## src/rtl/dmem_pkg.sv

```systemverilog
package dmem_pkg;
  typedef enum logic [2:0] {
    RG_NULL = 3'd0,
    RG_PTR  = 3'd1,
    RG_EXT  = 3'd2,
    RG_RSV  = 3'd3,
    RG_RAM  = 3'd4
  } region_e;

  typedef enum logic [1:0] {
    OP_IDLE  = 2'b00,
    OP_STORE = 2'b01,
    OP_SET   = 2'b10,
    OP_CLR   = 2'b11
  } wop_e;
endpackage

```

## src/rtl/dmem_resolve.sv

```systemverilog
module dmem_resolve
  import dmem_pkg::*;
#(
  parameter int ADDR_W   = 7,
  parameter int RAM_BASE = 64,
  parameter int EXT_LO   = 2,
  parameter int EXT_HI   = 31
) (
  input  logic [ADDR_W-1:0] addr,
  input  logic [ADDR_W-1:0] ptr,
  output logic [ADDR_W-1:0] eff,
  output region_e           region
);
  localparam logic [ADDR_W-1:0] RAM_B = RAM_BASE[ADDR_W-1:0];
  localparam logic [ADDR_W-1:0] EXT_L = EXT_LO[ADDR_W-1:0];
  localparam logic [ADDR_W-1:0] EXT_H = EXT_HI[ADDR_W-1:0];
  localparam logic [ADDR_W-1:0] PTR_A = {{(ADDR_W-1){1'b0}}, 1'b1};

  always_comb begin
    eff = (addr == '0) ? ptr : addr;
    if (eff == '0)                          region = RG_NULL;
    else if (eff == PTR_A)                  region = RG_PTR;
    else if (eff >= RAM_B)                  region = RG_RAM;
    else if (eff >= EXT_L && eff <= EXT_H)  region = RG_EXT;
    else                                    region = RG_RSV;
  end
endmodule

```

## src/rtl/dmem_pointer.sv

```systemverilog
module dmem_pointer #(
  parameter int ADDR_W = 7
) (
  input  logic              clk,
  input  logic              rst_n,
  input  logic              load,
  input  logic [ADDR_W-1:0] din,
  output logic [ADDR_W-1:0] q
);
  always_ff @(posedge clk) begin
    if (!rst_n)    q <= '0;
    else if (load) q <= din;
  end

  p_ptr_hold_r3: assert property (@(posedge clk) disable iff (!rst_n)
    !load |=> $stable(q));
endmodule

```

## src/rtl/dmem_gpram.sv

```systemverilog
module dmem_gpram #(
  parameter int DEPTH  = 64,
  parameter int DATA_W = 8,
  localparam int IDX_W = $clog2(DEPTH)
) (
  input  logic              clk,
  input  logic              rst_n,
  input  logic              we,
  input  logic [IDX_W-1:0]  widx,
  input  logic [DATA_W-1:0] din,
  input  logic [IDX_W-1:0]  ra_idx,
  output logic [DATA_W-1:0] ra_dout,
  input  logic [IDX_W-1:0]  rb_idx,
  output logic [DATA_W-1:0] rb_dout
);
  logic [DATA_W-1:0] mem [DEPTH];

  always_ff @(posedge clk) begin
    if (we) mem[widx] <= din;
  end

  assign ra_dout = mem[ra_idx];
  assign rb_dout = mem[rb_idx];

  p_store_lands_r1: assert property (@(posedge clk) disable iff (!rst_n)
    we |=> (mem[$past(widx)] == $past(din)));
endmodule

```

## src/rtl/dmem_map.sv

```systemverilog
module dmem_map
  import dmem_pkg::*;
#(
  parameter int ADDR_W   = 7,
  parameter int DATA_W   = 8,
  parameter int RAM_BASE = 64,
  parameter int RAM_DEPTH = 64,
  parameter int EXT_LO   = 2,
  parameter int EXT_HI   = 31,
  localparam int BIT_W   = $clog2(DATA_W),
  localparam int IDX_W   = $clog2(RAM_DEPTH)
) (
  input  logic              clk,
  input  logic              rst_n,
  input  logic [ADDR_W-1:0] rd_addr,
  output logic [DATA_W-1:0] rd_data,
  input  logic [1:0]        wr_op,
  input  logic [ADDR_W-1:0] wr_addr,
  input  logic [DATA_W-1:0] wr_data,
  input  logic [BIT_W-1:0]  bit_idx,
  output logic [ADDR_W-1:0] ext_rd_addr,
  input  logic [DATA_W-1:0] ext_rd_data,
  input  logic [DATA_W-1:0] ext_wr_cur,
  output logic              ext_wr_en,
  output logic [ADDR_W-1:0] ext_wr_addr,
  output logic [DATA_W-1:0] ext_wr_data
);
  localparam logic [ADDR_W-1:0] RAM_B = RAM_BASE[ADDR_W-1:0];

  logic [ADDR_W-1:0] ptr_q;
  logic [ADDR_W-1:0] rd_eff, wr_eff, rd_off, wr_off;
  region_e           rd_region, wr_region;
  logic [DATA_W-1:0] ram_rd, ram_wcur, ptr_view;
  logic [DATA_W-1:0] wr_cur, wr_new, bit_mask;
  logic              wr_act, ram_we, ptr_load;

  dmem_resolve #(.ADDR_W(ADDR_W), .RAM_BASE(RAM_BASE), .EXT_LO(EXT_LO), .EXT_HI(EXT_HI))
    u_rd_res (.addr(rd_addr), .ptr(ptr_q), .eff(rd_eff), .region(rd_region));

  dmem_resolve #(.ADDR_W(ADDR_W), .RAM_BASE(RAM_BASE), .EXT_LO(EXT_LO), .EXT_HI(EXT_HI))
    u_wr_res (.addr(wr_addr), .ptr(ptr_q), .eff(wr_eff), .region(wr_region));

  assign rd_off = rd_eff - RAM_B;
  assign wr_off = wr_eff - RAM_B;

  // pointer view: upper bits forced to one, low bits from the register
  always_comb begin
    ptr_view = '1;
    ptr_view[ADDR_W-1:0] = ptr_q;
  end

  // read path
  always_comb begin
    case (rd_region)
      RG_RAM:  rd_data = ram_rd;
      RG_PTR:  rd_data = ptr_view;
      RG_EXT:  rd_data = ext_rd_data;
      default: rd_data = '0;
    endcase
  end
  assign ext_rd_addr = rd_eff;

  // write path: current value for read-modify-write
  always_comb begin
    case (wr_region)
      RG_RAM:  wr_cur = ram_wcur;
      RG_PTR:  wr_cur = ptr_view;
      RG_EXT:  wr_cur = ext_wr_cur;
      default: wr_cur = '0;
    endcase
  end

  always_comb begin
    bit_mask = '0;
    bit_mask[bit_idx] = 1'b1;
    case (wop_e'(wr_op))
      OP_STORE: wr_new = wr_data;
      OP_SET:   wr_new = wr_cur | bit_mask;
      OP_CLR:   wr_new = wr_cur & ~bit_mask;
      default:  wr_new = wr_cur;
    endcase
  end

  assign wr_act      = (wr_op != OP_IDLE);
  assign ram_we      = wr_act && (wr_region == RG_RAM);
  assign ptr_load    = wr_act && (wr_region == RG_PTR);
  assign ext_wr_en   = wr_act && (wr_region == RG_EXT);
  assign ext_wr_addr = wr_eff;
  assign ext_wr_data = wr_new;

  dmem_pointer #(.ADDR_W(ADDR_W)) u_ptr (
    .clk(clk), .rst_n(rst_n), .load(ptr_load),
    .din(wr_new[ADDR_W-1:0]), .q(ptr_q)
  );

  dmem_gpram #(.DEPTH(RAM_DEPTH), .DATA_W(DATA_W)) u_ram (
    .clk(clk), .rst_n(rst_n), .we(ram_we), .widx(wr_off[IDX_W-1:0]),
    .din(wr_new), .ra_idx(rd_off[IDX_W-1:0]), .ra_dout(ram_rd),
    .rb_idx(wr_off[IDX_W-1:0]), .rb_dout(ram_wcur)
  );

  p_ptr_msb_r4: assert property (@(posedge clk) disable iff (!rst_n)
    (rd_region == RG_PTR) |-> rd_data[DATA_W-1]);

  p_hole_zero_r5: assert property (@(posedge clk) disable iff (!rst_n)
    (rd_region == RG_RSV || rd_region == RG_NULL) |-> (rd_data == '0));

  p_null_drop_r3: assert property (@(posedge clk) disable iff (!rst_n)
    (wr_act && wr_region == RG_NULL) |=> $stable(ptr_q));

  p_ext_window_r6: assert property (@(posedge clk) disable iff (!rst_n)
    ext_wr_en |-> (ext_wr_addr >= EXT_LO[ADDR_W-1:0] && ext_wr_addr <= EXT_HI[ADDR_W-1:0]));
endmodule

```

## config.mk

```make
export PLATFORM = sky130hd
export DESIGN_NAME = dmem_map
export DESIGN_NICKNAME = d
export VERILOG_FILES = /design/src/rtl/dmem_pkg.sv /design/src/rtl/dmem_resolve.sv /design/src/rtl/dmem_pointer.sv /design/src/rtl/dmem_gpram.sv /design/src/rtl/dmem_map.sv
export SDC_FILE = /design/constraint.sdc
export NUM_CORES = 1
export LEC_CHECK = 0
export CELL_PAD_IN_SITES_DETAIL_PLACEMENT = 2
export CELL_PAD_IN_SITES_GLOBAL_PLACEMENT = 2
export CORE_UTILIZATION = 35
export CTS_CLUSTER_SIZE = 24
export DETAILED_ROUTE_END_ITERATION = 10
export DONT_BUFFER_PORTS = 1
export PLACE_DENSITY_LB_ADDON = 0.12
export SLEW_MARGIN = 20
export SYNTH_ARGS = -nofsm -noshare
export SYNTH_HDL_FRONTEND = slang
export SYNTH_SLANG_ARGS = --single-unit
```

## constraint.sdc

```tcl
create_clock -name clk -period 7.69 [get_ports clk]
set_input_delay 0.3845 -clock clk [delete_from_list [all_inputs] [get_ports clk]]
set_output_delay 0.3845 -clock clk [all_outputs]
set_load 0.1 [all_outputs]
```

## Word-level counts from Yosys, hierarchy flattened

Memory sizes are Yosys's and may differ from the RTL's.
Cells that the tools add are included.

- $add $sub $neg: 2
- $mul: 0
- Divide/modulo/power cells: 0
- $lt $le $gt $ge: 8
- Equal/unequal tests: 11
- Shift operators: 0
- Multiplexer cells: 17
- Bitwise gates (word level): 3
- Reduce and logical (&&, ||, !) cells: 11

Operators with widths:

| cell | count |
|---|---|
| $pmux 8 s3 | 3 |
| $logic_not 7->1 | 4 |
| $mux 3 | 6 |
| $eq 7x1->1 const B | 2 |
| $ge 7x2->1 const B | 2 |
| $ge 7x7->1 const B | 2 |
| $le 7x5->1 const B | 2 |
| $mux 7 | 2 |
| $sub 6x1->6 const B | 2 |
| $and 8x8->8 | 1 |
| $not 8->8 | 1 |
| $or 8x8->8 | 1 |
| $eq 3x1->1 const B | 2 |
| $eq 3x2->1 const B | 2 |
| $eq 3x3->1 const B | 2 |
| $logic_and 1x1->1 | 6 |
| $mux 1 | 5 |
| $eq 2x2->1 const B | 2 |
| $lt 3x4->1 const B | 1 |
| $demux 1 s3 | 1 |
| $ge 3x1->1 const B | 1 |
| $eq 2x1->1 const B | 1 |
| $reduce_bool 2->1 | 1 |

- Bits in registers: 7
- Latch bits: 0
- Memory bits (writable): 512
- Bits in read-only memories: 0
- Input port bits: 45
- Output and inout bits: 31
- Memories kept: 1

Memories:

| name | depth | bits a word | rd ports | clocked after memory_dff | wr ports | RTL line | RTL |
|---|---|---|---|---|---|---|---|
| u_ram.mem | 64 | 8 | 2 | 0 | 1 | dmem_gpram.sv:16 | `logic [DATA_W-1:0] mem [DEPTH];` |

## Depth between registers and ports, before layout

Gate-level depths: netlist (run 1).

- Depth in word-level cells: 12
- Mapped depth: 15

## Cells and area by module

From an unflattened synthesis (run 1), not the netlist that was laid out.

- Cell total of the unflattened synthesis: 1374
- Area, all modules: 25419.4 um^2

By module, submodules not included:

| module | times used | cells each | area an instance (um^2) |
|---|---|---|---|
| dmem_gpram | 1 | 1195 | 23954.2 |
| dmem_map | 1 | 118 | 895.9 |
| dmem_pointer | 1 | 22 | 265.3 |
| dmem_resolve at u_rd_res | 1 | 19 | 158.9 |
| dmem_resolve at u_wr_res | 1 | 20 | 145.1 |

## Worst setup path before layout (run 1)

No wires, ideal clock.

- Path type: input-to-reg
- From: input port wr_addr[0]
- To: memory u_ram.mem[0][1] (data pin)
- Library setup time: 1.111 ns
- Arrival time: 7.851 ns
- Required time: 6.579 ns
- Setup slack: -1.272 ns
- Cell stages on the path: 10
- Buffers on the path: 3
- Cell sequence: buf_2 -> nor3_2 -> a41oi_1 -> inv_1 -> clkbuf_1 -> buf_1 -> nor2_1 -> a32oi_1 -> nand3_1 -> o21ai_0

- Word-level cells in the longest chain between the ends: 12
- Elaborated cells between the ends (all ways): 21

RTL lines:

| what | RTL line | RTL |
|---|---|---|
| start: declaration | dmem_map.sv:18 | `input logic [ADDR_W-1:0] wr_addr,` |
| $logic_not 7->1 * | dmem_resolve.sv:20 | `eff = (addr == '0) ? ptr : addr;` |
| $mux 7 * | dmem_resolve.sv:20 |  |
| via ext_wr_addr[3] | dmem_map.sv:25 | `output logic [ADDR_W-1:0] ext_wr_addr,` |
| branches (longest 7 deep; another with $mem_v2 64x8) | - |  |
| $pmux 8 s3 * | dmem_map.sv:65 | `case (wr_region)` |
| $and 8x8->8 or $or 8x8->8 (tied branches) | dmem_map.sv:79, dmem_map.sv:78 |  |
| $pmux 8 s3 * | dmem_map.sv:76 | `case (wop_e'(wr_op))` |
| via ext_wr_data[1] | dmem_map.sv:26 | `output logic [DATA_W-1:0] ext_wr_data` |
| end: declaration | dmem_gpram.sv:16 |  |

Mark *: on every way through the listed nets, which the timed path passes.

## Worst setup path after layout (run 1)

- From: register u_ptr.q[1]
- To: output port ext_wr_data[0]

- Word-level cells in the longest chain between the ends: 11
- Elaborated cells between the ends (all ways): 20

RTL lines:

| what | RTL line | RTL |
|---|---|---|
| start: declaration | dmem_pointer.sv:8 | `output logic [ADDR_W-1:0] q` |
| start signal: assignment | dmem_pointer.sv:12 | `else if (load) q <= din;` |
| $mux 7 * | dmem_resolve.sv:20 |  |
| branches (longest 7 deep; another with $mem_v2 64x8) | - |  |
| $pmux 8 s3 * | dmem_map.sv:65 |  |
| $and 8x8->8 or $or 8x8->8 (tied branches) | dmem_map.sv:79, dmem_map.sv:78 |  |
| $pmux 8 s3 * | dmem_map.sv:76 |  |
| end: declaration | dmem_map.sv:26 |  |

Mark *: on every way between the ends.

==> run summary, run 1 <==
The flow ran to the end, and the final reports show no timing, DRC or antenna violations. Of the total synthesized cell area, the portion taken by full adders, half adders and majority gates is 0%. During synthesis, Yosys emitted a total of 0 warnings. The combinational power share is 14.1%. The number of primary I/O pins came out at 76.

The layout net count is 2559. The met1 capacity usage during global routing came out at 45.5%. 0 antenna diodes ended up in the layout. Static timing analysis puts the maximum clock frequency at 0.146 GHz. The sequential cell area fraction in the yosys report is 58.5%. The detailed router finished its first iteration with 2277 violations. The async set or reset register ratio after synthesis came out at 0%. The H-tree generated during clock tree synthesis spans 2 levels. The clock transition at the registers of the reported paths came out at 0.06 ns. The cell-internal power came out at 4.92 mW. The fraction of layout cells with a size suffix above 1 came out at 10.4%.

The number of buffers inserted during clock tree synthesis is 61. The number of slew-limit violations in the final report came out at 0. The number of max-cap violations came out at 0.

The cell count after synthesis is 2528. The post-layout instance area came out at 30000 sq um. Of all nets on the critical path, the largest fanout is 41.

The post-synthesis register bit count came out at 519. The overall via count from detail_route came out at 22890. The sequential share of power is 46.4%. The number of sinks driven by the clock tree is 519.

The power density over the cells came out at 230 nW/um^2. The analysis attributes to net switching a power of 1.99 mW. Routability-driven placement finished with a final weighted congestion of 0.954.

The count of nets left with antenna violations once routing finished came out at 0. The mapped netlist covers 26500 sq um. The number of buffers on the longest clock path is 3. In this run the most used layer during global routing was met2. Global routing finished with a remaining overflow of 0. Setup violations remaining at the end of the flow were counted as 0. The synthesized-area fraction occupied by xor and xnor cells is 0%.

The worst setup path is launched from a flip-flop. The number of global-route vias before repair was 23568. The die span in y came out at 277 um. Once placement finished, the instance area stood at 28100 sq um. The insertion delay of the later-clocked pin in the worst-skew pair came out at 0.65 ns. The die is 277 um wide. The number of hold violations in the final report is 0.

For this run, the detailed router's first-pass iteration total came to 5. Input and output buffers added on the ports amount to 0. The mean instance size in the synthesized netlist is 10.5 sq um. The global-route wire length before repair is 181000 um. After synthesis, the largest family of logic cells by area is simple AND/OR/NAND/NOR gates. The average via count per standard cell came out at 6.48.

The prevailing post-synth register cell is sky130_fd_sc_hd__edfxtp_1. For met2 alone, demand over resource in global routing was 51.5%. On the final layout, the worst clock skew is 0.0211 ns.

The final total negative setup slack came out at 0 ns. The floorplan die area is 76800 sq um. The reported leakage power is 10.4 nW.

The relative area change from synthesis to final layout is 13.3%. The pin slew with the least headroom to its limit came out at 1.22 ns. The multiplexer share of the synthesized area came out at 6.12%. The area of the placeable core came out at 74700 sq um. The fraction of power spent switching nets is 28.8%. The half-perimeter wire length after placement came out at 85600 um.

Setup repair after global routing left no endpoint under its margin. The startpoint identified for the worst hold timing path is wr_op[1]. The category of the critical setup timing path is reg -> out. After detailed routing, the number of remaining DRC violations is 0. Clock tree synthesis selected as its root buffer the cell sky130_fd_sc_hd__clkbuf_16. The number of flops mapped to enable cells by yosys came out at 512.

The worst setup path is captured at a primary output. The maximum number of pins on one net before global-route repair came out at 115. The path class of the lowest-slack min-delay path is in -> reg. The post-route clock period utilization is 89.2%. The worst pin sits at a relative slew slack of 18.2%. The average wire per standard cell is 36.3 um. The endpoint required time on the critical path is 7.31 ns. The worst hold slack came out at 0.0489 ns. The critical path starts at u_ptr.q[1]. TritonCTS built the clock tree.

The synthesized netlist devotes 20.4% of its cell area to simple gates. Subtracting the final worst setup slack from the clock period gives 6.86 ns. The arrival time at the worst endpoint is 6.47 ns. The overall routed net length is 128000 um.

Global routing used 33.0% of the available tracks across all layers. The effective utilization at floorplan came out at 35.5%. The clock network fraction of design power is 39.5%.

The synthesized netlist devotes 11.5% of its cell area to compound gates. Across the VDD grid, the largest voltage drop is 172 uV. The initial antenna violation count is 9.

The met3 routing resource usage after global routing came out at 6.94%. The count of unique library cells instantiated by Yosys came out at 68. The site row count came out at 100. The synthesized netlist net count is 2573. In this run the critical register-to-register path is launched from u_ptr.q[0].
==> synth_stat cells (5+ instances only) <==
cell	n	area [sq um]
sky130_fd_sc_hd__and2_1	43	269
sky130_fd_sc_hd__clkinv_1	5	18.8
sky130_fd_sc_hd__edfxtp_1	512	15400
sky130_fd_sc_hd__a2111oi_0	6	52.6
sky130_fd_sc_hd__buf_1	22	82.6
sky130_fd_sc_hd__clkbuf_1	99	372
sky130_fd_sc_hd__o21ai_0	32	160
sky130_fd_sc_hd__a22o_1	5	43.8
sky130_fd_sc_hd__nor3_1	39	195
sky130_fd_sc_hd__o22ai_1	19	119
sky130_fd_sc_hd__nor4_1	12	75.1
sky130_fd_sc_hd__o31ai_1	11	82.6
sky130_fd_sc_hd__o21ai_1	6	30.0
sky130_fd_sc_hd__buf_4	16	120
sky130_fd_sc_hd__dfxtp_1	7	140
sky130_fd_sc_hd__or3_1	6	37.5
sky130_fd_sc_hd__a32oi_1	13	114
sky130_fd_sc_hd__mux2i_1	108	1080
sky130_fd_sc_hd__or4_1	6	45.0
sky130_fd_sc_hd__nand3_1	219	1100
sky130_fd_sc_hd__a221oi_1	6	52.6
sky130_fd_sc_hd__a311oi_1	72	631
sky130_fd_sc_hd__o211ai_1	9	67.6
sky130_fd_sc_hd__o211a_1	5	50.1
sky130_fd_sc_hd__mux4_2	23	518
sky130_fd_sc_hd__nor3b_1	5	37.5
sky130_fd_sc_hd__o221ai_1	9	78.8
sky130_fd_sc_hd__a21oi_1	76	380
sky130_fd_sc_hd__buf_2	46	230
sky130_fd_sc_hd__inv_1	15	56.3
sky130_fd_sc_hd__a22oi_1	8	60.1
sky130_fd_sc_hd__nor2_1	101	379
sky130_fd_sc_hd__nand2_1	733	2750
sky130_fd_sc_hd__a31oi_1	59	369
sky130_fd_sc_hd__a211oi_1	58	435
sky130_fd_sc_hd__and3_1	55	344
==> worst max-delay path, stage by stage, from the launching register on <==
cell and delay [ns]:
sky130_fd_sc_hd__dfxtp_1 0.43, sky130_fd_sc_hd__nor4b_2 0.25, sky130_fd_sc_hd__a21oi_4 0.21, sky130_fd_sc_hd__buf_4 0.59
sky130_fd_sc_hd__buf_4 0.64, sky130_fd_sc_hd__nor2_1 0.14, sky130_fd_sc_hd__buf_4 0.26, sky130_fd_sc_hd__a221oi_1 0.44
sky130_fd_sc_hd__a311oi_1 0.13, sky130_fd_sc_hd__a311oi_1 0.62, sky130_fd_sc_hd__a21oi_1 0.33, sky130_fd_sc_hd__mux2_2 0.37
sky130_fd_sc_hd__o221ai_4 0.90, sky130_fd_sc_hd__buf_12 0.36
==> what timing repair did <==
action,4_1_cts,5_1_grt
hold buffers,6,0
buffers inserted,0,0
resized for setup,0,0
setup endpoints to repair,0,0
endpoints found under the hold margin,7,0
==> registers in the layout, indices dropped and copies added (netlist names) <==
| name | count |
|---|---|
| u_ram.mem | 512 |
| u_ptr.q | 7 |
==> worst paths after layout <==
path	slack [ns]	endpoint	depth (start not counted)
worst max-delay path	0.83	ext_wr_data[0]	13
worst min-delay path	0.05	u_ptr.q[4]	4
worst max register to register	1.60	u_ram.mem[11][2]	10
worst min register to register	0.73	u_ptr.q[1]	2
==> power groups by stage <==
stage                     Combinational, mW  Sequential (mW)  Clock, mW
after global placement                0.937             3.26          0
after detailed placement              0.957             3.27          0
after CTS                             0.963             3.21       2.77
final                                 0.975             3.21       2.73
after global routing                   1.01             3.21       2.87
after floorplan                       0.532             3.28          0
==> cell families after synthesis <==
| family | count (synthesis) |
|---|---|
| buffers and inverters | 209 |
| and+or+nand+nor | 1238 |
| muxes | 133 |
| AOI/OAI and AO/OA | 429 |
| DFF | 519 |
==> through the flow <==
stage          setup WS (ns)  std cells  power [mW]  util [%]
2_1_floorplan          0.100       2528        3.82         -
3_3_place_gp            1.76       3412        4.20      37.6
3_5_place_dp            1.70       3413        4.22      37.6
4_1_cts                 1.00       3531        6.94      40.2
5_1_grt                0.836       3532        7.08      40.2
6_report               0.832       3532        6.91      40.2
==> layout by cell type (no fill, tap or decap), drive strengths merged, types with 7 or more instances in the layout <==
| master | instances |
|---|---|
| nand2 | 733 |
| edfxtp | 512 |
| nand3 | 219 |
| mux2i | 108 |
| buf | 103 |
| nor2 | 101 |
| a21oi | 79 |
| clkbuf | 79 |
| a311oi | 72 |
| a31oi | 59 |
| a211oi | 58 |
| and3 | 55 |
| and2 | 43 |
| nor3 | 40 |
| o21ai | 38 |
| clkinv | 34 |
| mux4 | 23 |
| inv | 21 |
| o22ai | 19 |
| nor4 | 14 |
| a32oi | 13 |
| o31ai | 11 |
| o211ai | 9 |
| o221ai | 9 |
| a22oi | 8 |
| dfxtp | 7 |
| or4 | 7 |
==> layer usage <==
layer	vias to the layer above	part of all wire (%)
li1	9414	-
met1	12235	43
met2	1006	45
met3	223	8.2
met4	12	3.4
met5	-	0.062
==> final cells by class <==
type | instances | area, sq um
clock inverters | 33 | 199
inverters | 23 | 110
clock buffers | 79 | 1620
multi-input cells | 1800 | 10400
repair buffers | 109 | 1030
well taps | 969 | 1210
flip-flops and latches | 519 | 15500
fillers | 7765 | 44700
(Power assumes the default switching activity.)
==> run 2: changes to the inputs <==
REMOVE_ABC_BUFFERS = 1   (was unset)
==> run summary, run 2 (synthesized netlist as in run 1, its figures left out) <==
Result of the run: completed (unchanged). The remaining antenna violation count after routing is 0 (unchanged). The number of buffers inserted during clock tree synthesis came out at 60 (was 61). The length of the first detailed-routing pass in iterations is 6 (was 5). The endpoint required time on the critical path came out at 7.31 ns (about the same).

The power density over the cells came out at 233 nW/um^2 (was 230 nW/um^2). The register with the most flip-flops is u_ram.mem (unchanged). The DRC marker count from the first detailed-route iteration came out at 2251 (was 2277). Setup repair after global routing missed its margin: false (unchanged).

The fraction of power spent switching nets came out at 28.1% (was 28.8%). The net switching power came out at 1.98 mW (was 1.99 mW). The overall routed net length came out at 130000 um (was 128000 um).

The number of global-route vias before repair is 23742 (was 23568). The clock tree from TritonCTS was yes (unchanged). The arrival time at the worst endpoint is 6.06 ns (was 6.47 ns).

The origin of the critical flop-to-flop path is u_ptr.q[0] (unchanged). The area of the placeable core is 74700 sq um (unchanged). The filler-free cell count of the finished design came to 3524 (was 3532).

The reg2reg setup slack is 2.05 ns (was 1.60 ns). The post-route minimum period came out at 6.44 ns (was 6.86 ns). The number of placed instances with taps included came out at 3404 (was 3413). The average wire per standard cell is 36.8 um (was 36.3 um). The final count of negative-setup-slack endpoints is 0 (unchanged). The launching element of the worst setup path is u_ptr.q[0] (was u_ptr.q[1]). The number of slew-limit violations in the final report is 0 (unchanged). Commonest cells after routing, fill and taps aside: 733 x sky130_fd_sc_hd__nand2_1, 512 x sky130_fd_sc_hd__edfxtp_1, 218 x sky130_fd_sc_hd__nand3_1 (was 732 x sky130_fd_sc_hd__nand2_1, 512 x sky130_fd_sc_hd__edfxtp_1, 219 x sky130_fd_sc_hd__nand3_1). The number of max-cap violations came out at 0 (unchanged). The pin slew with the least headroom to its limit came out at 1.20 ns (was 1.22 ns).

The post-CTS setup repair buffer count came to 0 (unchanged). The number of hold violations in the final report is 0 (unchanged). The relative area change from synthesis to final layout is 13.5% (was 13.3%). The cell chosen for the clock root is sky130_fd_sc_hd__clkbuf_16 (unchanged). The reported leakage power came to 10.4 nW (about the same). The number of buffers on the longest clock path came to 3 (unchanged).

The global-route wire length before repair came to 183000 um (was 181000 um). The die span in y came out at 277 um (unchanged). The insertion delay of the later-clocked pin in the worst-skew pair was 0.65 ns (about the same).

The global placer's final weighted congestion is 1.01 (was 0.954). The floorplan die area is 76800 sq um (unchanged). The path class of the lowest-slack min-delay path is in -> reg (unchanged). The clock transition at the registers of the reported paths came to 0.06 ns (about the same).

Largest regs: u_ram.mem (512), u_ptr.q (7) (unchanged). The initial antenna violation count is 15 (was 9). The effective utilization at floorplan is 35.5% (unchanged). The worst setup skew after layout came out at 0.0194 ns (was 0.0211 ns).

The total power draw came out at 7.02 mW (was 6.91 mW). The normalized max-slew margin came to 19.5% (was 18.2%). The hold buffer count at CTS came to 6 (unchanged). The average via count per standard cell is 6.48 (about the same). The launching element type of the critical path is a flip-flop (unchanged). The cell-internal power is 5.05 mW (was 4.92 mW). The number of primary I/O pins came out at 76 (unchanged). The layout net count came out at 2548 (was 2559).

The total congestion overflow is 0 (unchanged). The most common cell after layout, fill and taps aside is sky130_fd_sc_hd__nand2_1 (unchanged). The clock network fraction of design power came out at 40.7% (was 39.5%).

The startpoint of the lowest-slack hold path is wr_op[0] (was wr_op[1]). The maximum vdd drop was 167 uV (was 172 uV). The number of levels the H-tree was split into is 2 (unchanged). The sequential share of power is 45.7% (was 46.4%).

The maximum number of pins on one net before global-route repair is 154 (was 115). The total global-route track usage is 33.5% (was 33.0%). The number of port buffers was 0 (unchanged). The half-perimeter wire length after placement came out at 84800 um (was 85600 um). The post-route clock period utilization came out at 83.8% (was 89.2%). The chip width came out at 277 um (unchanged).

The combinational power share came out at 13.7% (was 14.1%). The highest achievable clock rate is 0.155 GHz (was 0.146 GHz). The number of instances resized during post-cts repair is 0 (unchanged). The number of sinks driven by the clock tree came out at 519 (unchanged).

The category of the worst setup path capture point is a primary output (unchanged). The fraction of layout cells with a size suffix above 1 came out at 10.1% (was 10.4%). The number of flip-flops in the largest register is 512 (unchanged).

The detailed-route DRC error count is 0 (unchanged). The overall via count from detail_route was 22845 (was 22890). The site row count is 100 (unchanged). The category of the critical setup timing path was reg -> out (unchanged). The peak fanout along the critical path is 93 (was 41).
[run 2: cell types whose count changed in the layout (fill, tap and decap cells not counted), sizes merged]
cell	change
buf	-10
bufinv	+5
clkbuf	-9
clkinv	-3
clkinvlp	+1
diode	+7
inv	+1
[run 2: final cells by class]
cell class              instances  area, sq um
well taps                     969         1210
fillers                      7769        44600
repair buffers                 99          981
clock inverters                37          337
flip-flops and latches        519        15500
clock buffers                  70         1560
diodes                          7         17.5
multi-input cells            1800        10300
inverters                      23          110
[run 2: per-layer routing]
layer | global-route usage (%) | vias to the layer above | part of all wire, %
li1 | - | 9407 | -
met1 | 45.0 | 12185 | 42
met2 | 51.6 | 977 | 45
met3 | 8.06 | 258 | 8.8
met4 | 14.0 | 18 | 4.3
met5 | 0 | - | 0.11
[run 2: path summary, 6_finish.rpt]
| path | end | depth (start not counted) |
|---|---|---|
| setup / recovery | ext_wr_data[0] | 12 |
| hold / removal | u_ptr.q[1] | 2 |
| setup reg to reg | u_ram.mem[11][0] | 12 |
| hold reg to reg | u_ptr.q[3] | 3 |
[run 2: per-stage QoR]
stage               setup WS [ns]  TNS [ns]  instance area, sq um  hold WS (ns)  utilization [%]
floorplan                   -7.12  -2651.75                 25700         0.520                -
finish                       1.25         0                 30100        0.0409             40.3
CTS                          1.47         0                 30000      0.000406             40.2
detailed placement           2.14         0                 28100         0.538             37.6
global placement             2.24         0                 28100         0.528             37.6
global route                 1.16         0                 30100        0.0379             40.3
[run 2: worst max-delay path, cell delays in order (launching register included)]
cell and delay (ns):
sky130_fd_sc_hd__dfxtp_1 0.65, sky130_fd_sc_hd__nor3b_1 0.48, sky130_fd_sc_hd__a21oi_4 0.16, sky130_fd_sc_hd__inv_8 0.60, sky130_fd_sc_hd__buf_12 0.34, sky130_fd_sc_hd__mux2i_1 0.11, sky130_fd_sc_hd__a221oi_1 0.41, sky130_fd_sc_hd__a311oi_1 0.16
sky130_fd_sc_hd__a311oi_1 0.56, sky130_fd_sc_hd__a21oi_1 0.25, sky130_fd_sc_hd__mux2_2 0.34, sky130_fd_sc_hd__o221ai_4 0.67, sky130_fd_sc_hd__buf_12 0.35
[run 2: power groups by stage]
stage	combinational (mW)	clock (mW)	sequential (mW)
finish	0.959	2.86	3.21
global placement	0.920	0	3.26
detailed placement	0.939	0	3.27
CTS	0.946	2.87	3.21
global route	0.990	2.97	3.21
floorplan	0.532	0	3.29
